### src/rtl/loopbr_pkg.sv
package loopbr_pkg;

    localparam int WORD_W   = 32;
    localparam int NARROW_W = 16;
    localparam int DISP_W   = 8;
    localparam int OPC_W    = 8;

    localparam logic [OPC_W-1:0] OPC_LOOP_NZ = 8'hE0;
    localparam logic [OPC_W-1:0] OPC_LOOP_Z  = 8'hE1;
    localparam logic [OPC_W-1:0] OPC_LOOP    = 8'hE2;

    typedef enum logic [1:0] {
        LK_NONE,
        LK_PLAIN,
        LK_WHILE_ZF,
        LK_WHILE_NOT_ZF
    } loop_kind_e;

    typedef struct packed {
        logic [OPC_W-1:0]  opcode;
        logic [DISP_W-1:0] disp;
        logic              addr32;
        logic [WORD_W-1:0] count;
        logic              zf;
        logic [WORD_W-1:0] next_ip;
    } loop_req_t;

    typedef struct packed {
        logic [WORD_W-1:0] count;
        logic              taken;
        logic [WORD_W-1:0] ip;
        logic              unsupported;
    } loop_rsp_t;

    function automatic logic [WORD_W-1:0] sext_disp(input logic [DISP_W-1:0] d);
        return {{(WORD_W-DISP_W){d[DISP_W-1]}}, d};
    endfunction

    function automatic logic cond_met(input loop_kind_e k, input logic zf);
        case (k)
            LK_PLAIN:        return 1'b1;
            LK_WHILE_ZF:     return zf;
            LK_WHILE_NOT_ZF: return ~zf;
            default:         return 1'b0;
        endcase
    endfunction

endpackage

### src/rtl/lb_decode.sv
module lb_decode
    import loopbr_pkg::*;
(
    input  logic [OPC_W-1:0] opcode,
    output loop_kind_e       kind,
    output logic             supported
);
    always_comb begin
        case (opcode)
            OPC_LOOP:    kind = LK_PLAIN;
            OPC_LOOP_Z:  kind = LK_WHILE_ZF;
            OPC_LOOP_NZ: kind = LK_WHILE_NOT_ZF;
            default:     kind = LK_NONE;
        endcase
        supported = (kind != LK_NONE);
    end
endmodule

### src/rtl/lb_count.sv
module lb_count #(
    parameter int W  = 32,
    parameter int NW = 16
) (
    input  logic [W-1:0] count,
    input  logic         narrow,
    output logic [W-1:0] next_count,
    output logic         is_zero
);
    logic [W-1:0]  full_dec;
    logic [NW-1:0] low_dec;

    always_comb begin
        full_dec = count - W'(1);
        low_dec  = count[NW-1:0] - NW'(1);
    end

    generate
        if (NW < W) begin : g_split
            always_comb begin
                next_count = narrow ? {count[W-1:NW], low_dec} : full_dec;
                is_zero    = narrow ? (low_dec == '0) : (full_dec == '0);
            end
        end else begin : g_flat
            always_comb begin
                next_count = full_dec;
                is_zero    = (full_dec == '0) && (narrow || !narrow);
            end
        end
    endgenerate
endmodule

### src/rtl/lb_target.sv
module lb_target
    import loopbr_pkg::*;
#(
    parameter int W  = WORD_W,
    parameter int NW = NARROW_W
) (
    input  logic [W-1:0]      next_ip,
    input  logic [DISP_W-1:0] disp,
    input  logic              narrow,
    output logic [W-1:0]      target
);
    logic [W-1:0] sum;

    always_comb begin
        sum    = next_ip + sext_disp(disp);
        target = narrow ? {{(W-NW){1'b0}}, sum[NW-1:0]} : sum;
    end
endmodule

### src/rtl/loop_branch_unit.sv
module loop_branch_unit
    import loopbr_pkg::*;
(
    input  logic              clk,
    input  logic              rst,
    input  logic              in_valid,
    output logic              in_ready,
    input  logic [OPC_W-1:0]  in_opcode,
    input  logic [DISP_W-1:0] in_disp,
    input  logic              in_addr32,
    input  logic [WORD_W-1:0] in_count,
    input  logic              in_zf,
    input  logic [WORD_W-1:0] in_next_ip,
    output logic              out_valid,
    input  logic              out_ready,
    output logic [WORD_W-1:0] out_count,
    output logic              out_taken,
    output logic [WORD_W-1:0] out_ip,
    output logic              out_unsupported
);
    loop_req_t         req;
    loop_rsp_t         rsp_d, rsp_q;
    loop_kind_e        kind;
    logic              supported;
    logic [WORD_W-1:0] dec_count;
    logic              dec_zero;
    logic [WORD_W-1:0] target;
    logic              valid_q;
    logic              accept;

    always_comb begin
        req.opcode  = in_opcode;
        req.disp    = in_disp;
        req.addr32  = in_addr32;
        req.count   = in_count;
        req.zf      = in_zf;
        req.next_ip = in_next_ip;
    end

    lb_decode u_decode (
        .opcode    (req.opcode),
        .kind      (kind),
        .supported (supported)
    );

    lb_count #(.W(WORD_W), .NW(NARROW_W)) u_count (
        .count      (req.count),
        .narrow     (~req.addr32),
        .next_count (dec_count),
        .is_zero    (dec_zero)
    );

    lb_target #(.W(WORD_W), .NW(NARROW_W)) u_target (
        .next_ip (req.next_ip),
        .disp    (req.disp),
        .narrow  (~req.addr32),
        .target  (target)
    );

    always_comb begin
        rsp_d.unsupported = ~supported;
        rsp_d.taken       = supported && !dec_zero && cond_met(kind, req.zf);
        rsp_d.count       = supported ? dec_count : req.count;
        rsp_d.ip          = rsp_d.taken ? target : req.next_ip;
    end

    assign in_ready = ~valid_q | out_ready;
    assign accept   = in_valid & in_ready;

    always_ff @(posedge clk) begin
        if (rst) begin
            valid_q <= 1'b0;
        end else if (accept) begin
            valid_q <= 1'b1;
        end else if (out_ready) begin
            valid_q <= 1'b0;
        end
    end

    always_ff @(posedge clk) begin
        if (accept) begin
            rsp_q <= rsp_d;
        end
    end

    assign out_valid       = valid_q;
    assign out_count       = rsp_q.count;
    assign out_taken       = rsp_q.taken;
    assign out_ip          = rsp_q.ip;
    assign out_unsupported = rsp_q.unsupported;
endmodule

### config.mk
export PLATFORM = sky130hd
export DESIGN_NAME = loop_branch_unit
export DESIGN_NICKNAME = d
export VERILOG_FILES = /design/src/rtl/loopbr_pkg.sv /design/src/rtl/lb_decode.sv /design/src/rtl/lb_count.sv /design/src/rtl/lb_target.sv /design/src/rtl/loop_branch_unit.sv
export SDC_FILE = /design/constraint.sdc
export NUM_CORES = 1
export LEC_CHECK = 0
export ABC_AREA = 1
export BUFFER_PORTS_ARGS = -buffer_cell sky130_fd_sc_hd__clkbuf_2
export CAP_MARGIN = 0
export CORE_MARGIN = 3
export CORE_UTILIZATION = 24
export CTS_CLUSTER_DIAMETER = 100
export DETAILED_ROUTE_END_ITERATION = 7
export HOLD_SLACK_MARGIN = 0.08
export PLACE_DENSITY = 0.51
export SYNTH_ARGS = -nofsm -noshare
export SYNTH_HDL_FRONTEND = slang
export SYNTH_SLANG_ARGS = --single-unit
### constraint.sdc
create_clock -name clk -period 5.2 [get_ports clk]
set_clock_uncertainty 0.05 [all_clocks]
set_input_delay 1.04 -clock clk [delete_from_list [all_inputs] [get_ports clk]]
set_output_delay 1.04 -clock clk [all_outputs]
set_load 0.01 [all_outputs]
== After elaboration in Yosys (flattened, before gate mapping) ==
Index checks and enable logic that the tools add are counted.

* Add/sub/neg operators: 3
* Equal/unequal tests: 6
* Muxes and demuxes: 9
* Bitwise operators: 5
* Reductions and logical operators: 7

{| class="wikitable"
|+ Operators with widths
! cell !! count
|-
| $mux W32 || 4
|-
| $add A32 B32 Y32 || 1
|-
| $logic_not A32 Y1 || 1
|-
| $sub A32 B1 Y32 const B || 1
|-
| $eq A8 B8 Y1 const B || 3
|-
| $logic_not A16 Y1 || 1
|-
| $sub A16 B1 Y16 const B || 1
|-
| $pmux W2 S3 || 1
|-
| $eq A2 B2 Y1 const B || 2
|-
| $reduce_bool A2 Y1 || 2
|-
| $mux W1 || 3
|-
| $not A1 Y1 || 3
|-
| $pmux W1 S3 || 1
|-
| $eq A2 B1 Y1 const B || 1
|-
| $logic_and A1 B1 Y1 || 2
|-
| $and A1 B1 Y1 || 1
|-
| $logic_not A1 Y1 || 1
|-
| $or A1 B1 Y1 || 1
|}

* Flip-flop bits (word level): 67
* Bits of input ports: 86
* Output and inout port bits: 68
* Word-level logic and storage cells: 35

== Logic depth before layout (Yosys ltp) ==
* Depth after elaboration: 7
* Mapped depth: 19
* Depth with buffers taken out: 18

== Cells and area by module ==
Synthesis repeated with hierarchy kept, for this count alone.

* Cell total of the unflattened synthesis: 1,086
* Area total of the unflattened synthesis: 6,827.8 µm²

{| class="wikitable"
|+ By module, submodules not included
! module !! instances !! cells each !! area each (µm²) !! seq. area each (µm²)
|-
| loop_branch_unit || 1 || 292 || 2,987.9 || 2,001.9
|-
| lb_target || 1 || 516 || 2,523.7 || 0.0
|-
| lb_count || 1 || 261 || 1,244.9 || 0.0
|-
| lb_decode || 1 || 17 || 71.3 || 0.0
|}

== Worst setup path after synthesis ==
Ideal clock, no wire load.

* Path type: in2reg
* Start: input in_valid
* End: register rsp_q, in the netlist out_count[0], enable pin
* Setup time: 0.512 ns
* Arrival time: 4.284 ns
* Required time: 4.638 ns
* Path slack: 0.354 ns
* Stages on the path: 2
* Path buffers: 0
* Cell sequence: inv_1 a21oi_1

* Cells in the longest elaborated chain, start to end: 1

{| class="wikitable"
|+ Ends and longest elaborated chain
! element !! line !! source
|-
| start, declared || loop_branch_unit.sv:6 || <nowiki>input logic in_valid,</nowiki>
|-
| $and A1 B1 Y1 || loop_branch_unit.sv:68 || <nowiki>assign accept = in_valid & in_ready;</nowiki>
|-
| named net accept || loop_branch_unit.sv:29 || <nowiki>logic accept;</nowiki>
|-
| end signal, assigned || loop_branch_unit.sv:82 || <nowiki>rsp_q <= rsp_d;</nowiki>
|-
| end, declared || loop_branch_unit.sv:22 || <nowiki>loop_rsp_t rsp_d, rsp_q;</nowiki>
|}

The timed path passes the listed nets, and every way through them passes these cells.
A chain may end at the register's enable or synchronous reset.

==> results.md <==
- Synth warnings: 0
- Combinational power share: 24.2%
- Gr usage total: 14.1%
- Setup CP Type: in2reg
- Number of synthesized register bits: 67
- CP startpoint kind: primary input
- Total of max-cap violations: 0
- Clk_lat worst skew: 0.34 ns
- Setup crit end kind: flip-flop
- Final Hold Fails: 0
- Vias per cell: 4.42
- Largest family of logic cells by synthesized area: simple AND/OR/NAND/NOR gates
- Clk pin slew, worst setup/hold paths: around 0.06 ns
- RSZ-0062 raised after global routing: false
- Power Density: ~240 mW/mm²
- Die span in y: between 150 and 200 µm
- Die area: 0.0264 mm²
- CP required: roughly 5.3 ns
- Most used flip-flop cell after synthesis: edfxtp_1
- H-Tree Depth: 3
- Share of layout cells above drive strength 1: 21.6%
- Run status: finished, final reports clean
- Synth async-reset ratio: 0%
- TritonCTS clock tree: yes
- Post-synthesis cell type count: 39
- P_leak: between 3 and 4 nW
- Psw: 0.000547 W
- Largest net degree at the start of global routing: 67
- Vias: 5,814
- TritonRoute pass-1 iters: 5
- Port Buffers: 153
- Worst ir drop on vdd: 0.111 mV
- Syn_nets: 960
- Worst Path Arrival: 3.57 ns
- Cts repair resizes: 0
- Core ar.: 0.0238 mm²
- First-pass GRT wire length: around 29 mm
- Placer Congestion: 0.879
- Hold-fix buffers at CTS: 0
- Register area share after synthesis: 34.0%
- # nets final: between 1k and 1.5k
- Std-Cell Rows: 56
- Min Tclk post-route: 3.53 ns
- Synth top area share: between 30% and 40%
- Drt wl/cell: 14.2 µm
- Iter 0 DRT Violations: 325
- Worst setup margin: 1.67 ns
- Root Buffer: clkbuf_16
- Sequential share of power: a little under two fifths
- Die width: 163 µm
- CTS sink cnt: 67
- Avg Cell Area, Syn: 7.01 µm²
- Tightest Pin Transition: 1.09 ns
- Area growth syn-to-layout: 24.2%
- Num CTS Buffers: 9
- Complex-gate fraction of the synthesized area: 11.3%
- Maximum operating frequency: 0.283 GHz
- Simple-gate share of the synthesized area: 36.6%
- Antenna viol nets, final: 0
- Final period util: 67.8%
- Initial Utilization: 24.8%
- Post-synthesis mux area share: 0%
- Maximum clock path buffer count: 2
- Max Slew Vio Count: 0
- Xor/xnor cell area share of the yosys netlist: 4.76%
- Setup violations, final: 0
- Adder-cell share of the synthesized area: roughly 7.4%
- Synth area leader: edfxtp_1
- Grt ovf: 0
- Placed insts: 1,299
- Switching Share: 31.2%
- # DRC: 0
- Num ports: 154
- Int Pwr: 0.00121 W
- Clock power frac: 39.2%
- Post-synth EDFFs: 66
- Fin cells: 1,316
- Setup_tns: 0 ns
- Syn Inst Count: 840
- WL final: approximately 19 mm
- Pre-CTS WS: 1.30 ns
- Max FO, Critical Path: 25
- Hold WC Path Type: reg2reg
- Post-CTS Setup Bufs: 0
- Synth top area cells: edfxtp_1 (34%), nand2_1 (16%), nor2_1 (8.4%)
- Synthesized area: 0.00588 mm²
- Vias in the first global route: roughly 5.5k
- Initial antenna violation count: 1
- Slew headroom: 27.1%
- Fillers: between 2k and 3k
- Dpl hpwl: about 15 mm
kinds of logic after synthesis:
family | after synthesis
and+or+nand+nor | 502
AOI/OAI and AO/OA | 124
adders and majority gates | 34
buffers and inverters | 81
DFF | 67
xor gates and xnor gates | 32
cell usage after synthesis (2+ instances only):
library cell / n
a21o_1: 4
edfxtp_1: 66
xnor2_1: 5
nor2_2: 7
and3_1: 2
o21a_1: 3
o21bai_1: 6
o21ai_0: 56
buf_2: 3
nor4_1: 4
ha_1: 33
xor2_1: 27
o21ai_1: 9
nand3_1: 60
inv_1: 64
nor2_1: 132
a21oi_1: 42
a21boi_0: 2
clkbuf_1: 9
nor3_1: 5
buf_12: 2
nand2_4: 2
nand4_1: 8
nand2_1: 251
nand2_2: 24
registers in the layout, indices dropped and copies added (netlist names):
| signal | cells |
|---|---|
| out_ip | 32 |
| out_valid | 1 |
| out_count | 32 |
| out_unsupported | 1 |
| out_taken | 1 |
final timing paths:
| kind | cells after the start | endpoint | slack [ns] | startpoint |
|---|---|---|---|---|
| hold / removal | 2 | out_valid | 0.51 | out_valid |
| hold reg to reg | 2 | out_valid | 0.51 | out_valid |
| setup / recovery | 11 | out_ip[31] | 1.67 | in_disp[7] |
| setup reg to reg | 2 | out_ip[29] | 3.54 | out_valid |
layout make-up:
cell class	instances	area [µm²]	share of cell area, %
Sequential cell	67	2000	27.4
Timing Repair Buffer	156	788	10.8
Inverter	65	244	3.34
Clock buffer	9	225	3.08
Antenna cell	1	2.50	0.0343
Clock inverter	7	98.8	1.35
Tap cell	319	399	5.46
Multi-Input combinational cell	692	3550	48.5
metal layers:
layer	global-route usage, %	wire length (µm)
met1	20.1	9490
met2	22.1	8260
met3	2.06	732
met4	4.38	255
met5	0	0
cells in the final DEF (no fill, tap or decap), drive strengths merged:
cell type,netlist,layout
edfxtp,66,66
fa,1,1
nor3,6,6
or2,1,1
xor2,27,27
o21bai,6,6
bufinv,0,2
ha,33,33
nand4,8,8
nor2,141,141
a21boi,2,2
nand3b,1,1
nand3,61,61
clkinv,0,2
clkinvlp,0,1
and3,2,2
nand2,278,278
diode,0,1
inv,65,67
dfxtp,1,1
o21ai,66,66
buf,7,3
o2111ai,1,1
nor4,4,4
a21oi,42,42
clkbuf,9,162
a21o,4,4
o21a,3,3
xnor2,5,5
power by group through the flow:
stage / sequential, W / clock [W] / combinational, W
2_1_floorplan: 0.000674 / 0 / 0.000250
3_5_place_dp: 0.000655 / 0 / 0.000425
4_1_cts: 0.000644 / 0.000719 / 0.000427
5_1_grt: 0.000646 / 0.000731 / 0.000479
3_3_place_gp: 0.000656 / 0 / 0.000426
6_report: 0.000643 / 0.000687 / 0.000424
through the flow:
step / power (W) / instance area (µm²) / hold WS [ns] / utilization (%)
3_5_place_dp: 0.00108 / 6980 / 0.484 / 29.4
5_1_grt: 0.00186 / 7310 / 0.522 / 30.8
4_1_cts: 0.00179 / 7300 / 0.491 / 30.7
6_report: 0.00175 / 7310 / 0.505 / 30.8
2_1_floorplan: 0.000924 / 5880 / 0.527 / -
3_3_place_gp: 0.00108 / 6980 / 0.478 / 29.4
critical path, stage by stage:
cell and delay [ns]:
clkbuf_2 0.39, ha_1 0.54, nand2_1 0.12, nor2_1 0.23, nand2_1 0.09, o21ai_0 0.58
nand3_1 0.19, a21oi_1 0.17, nor2_1 0.06, nand3_1 0.07, nand2_1 0.07
No activity file was read; power rests on OpenSTA's default activity.
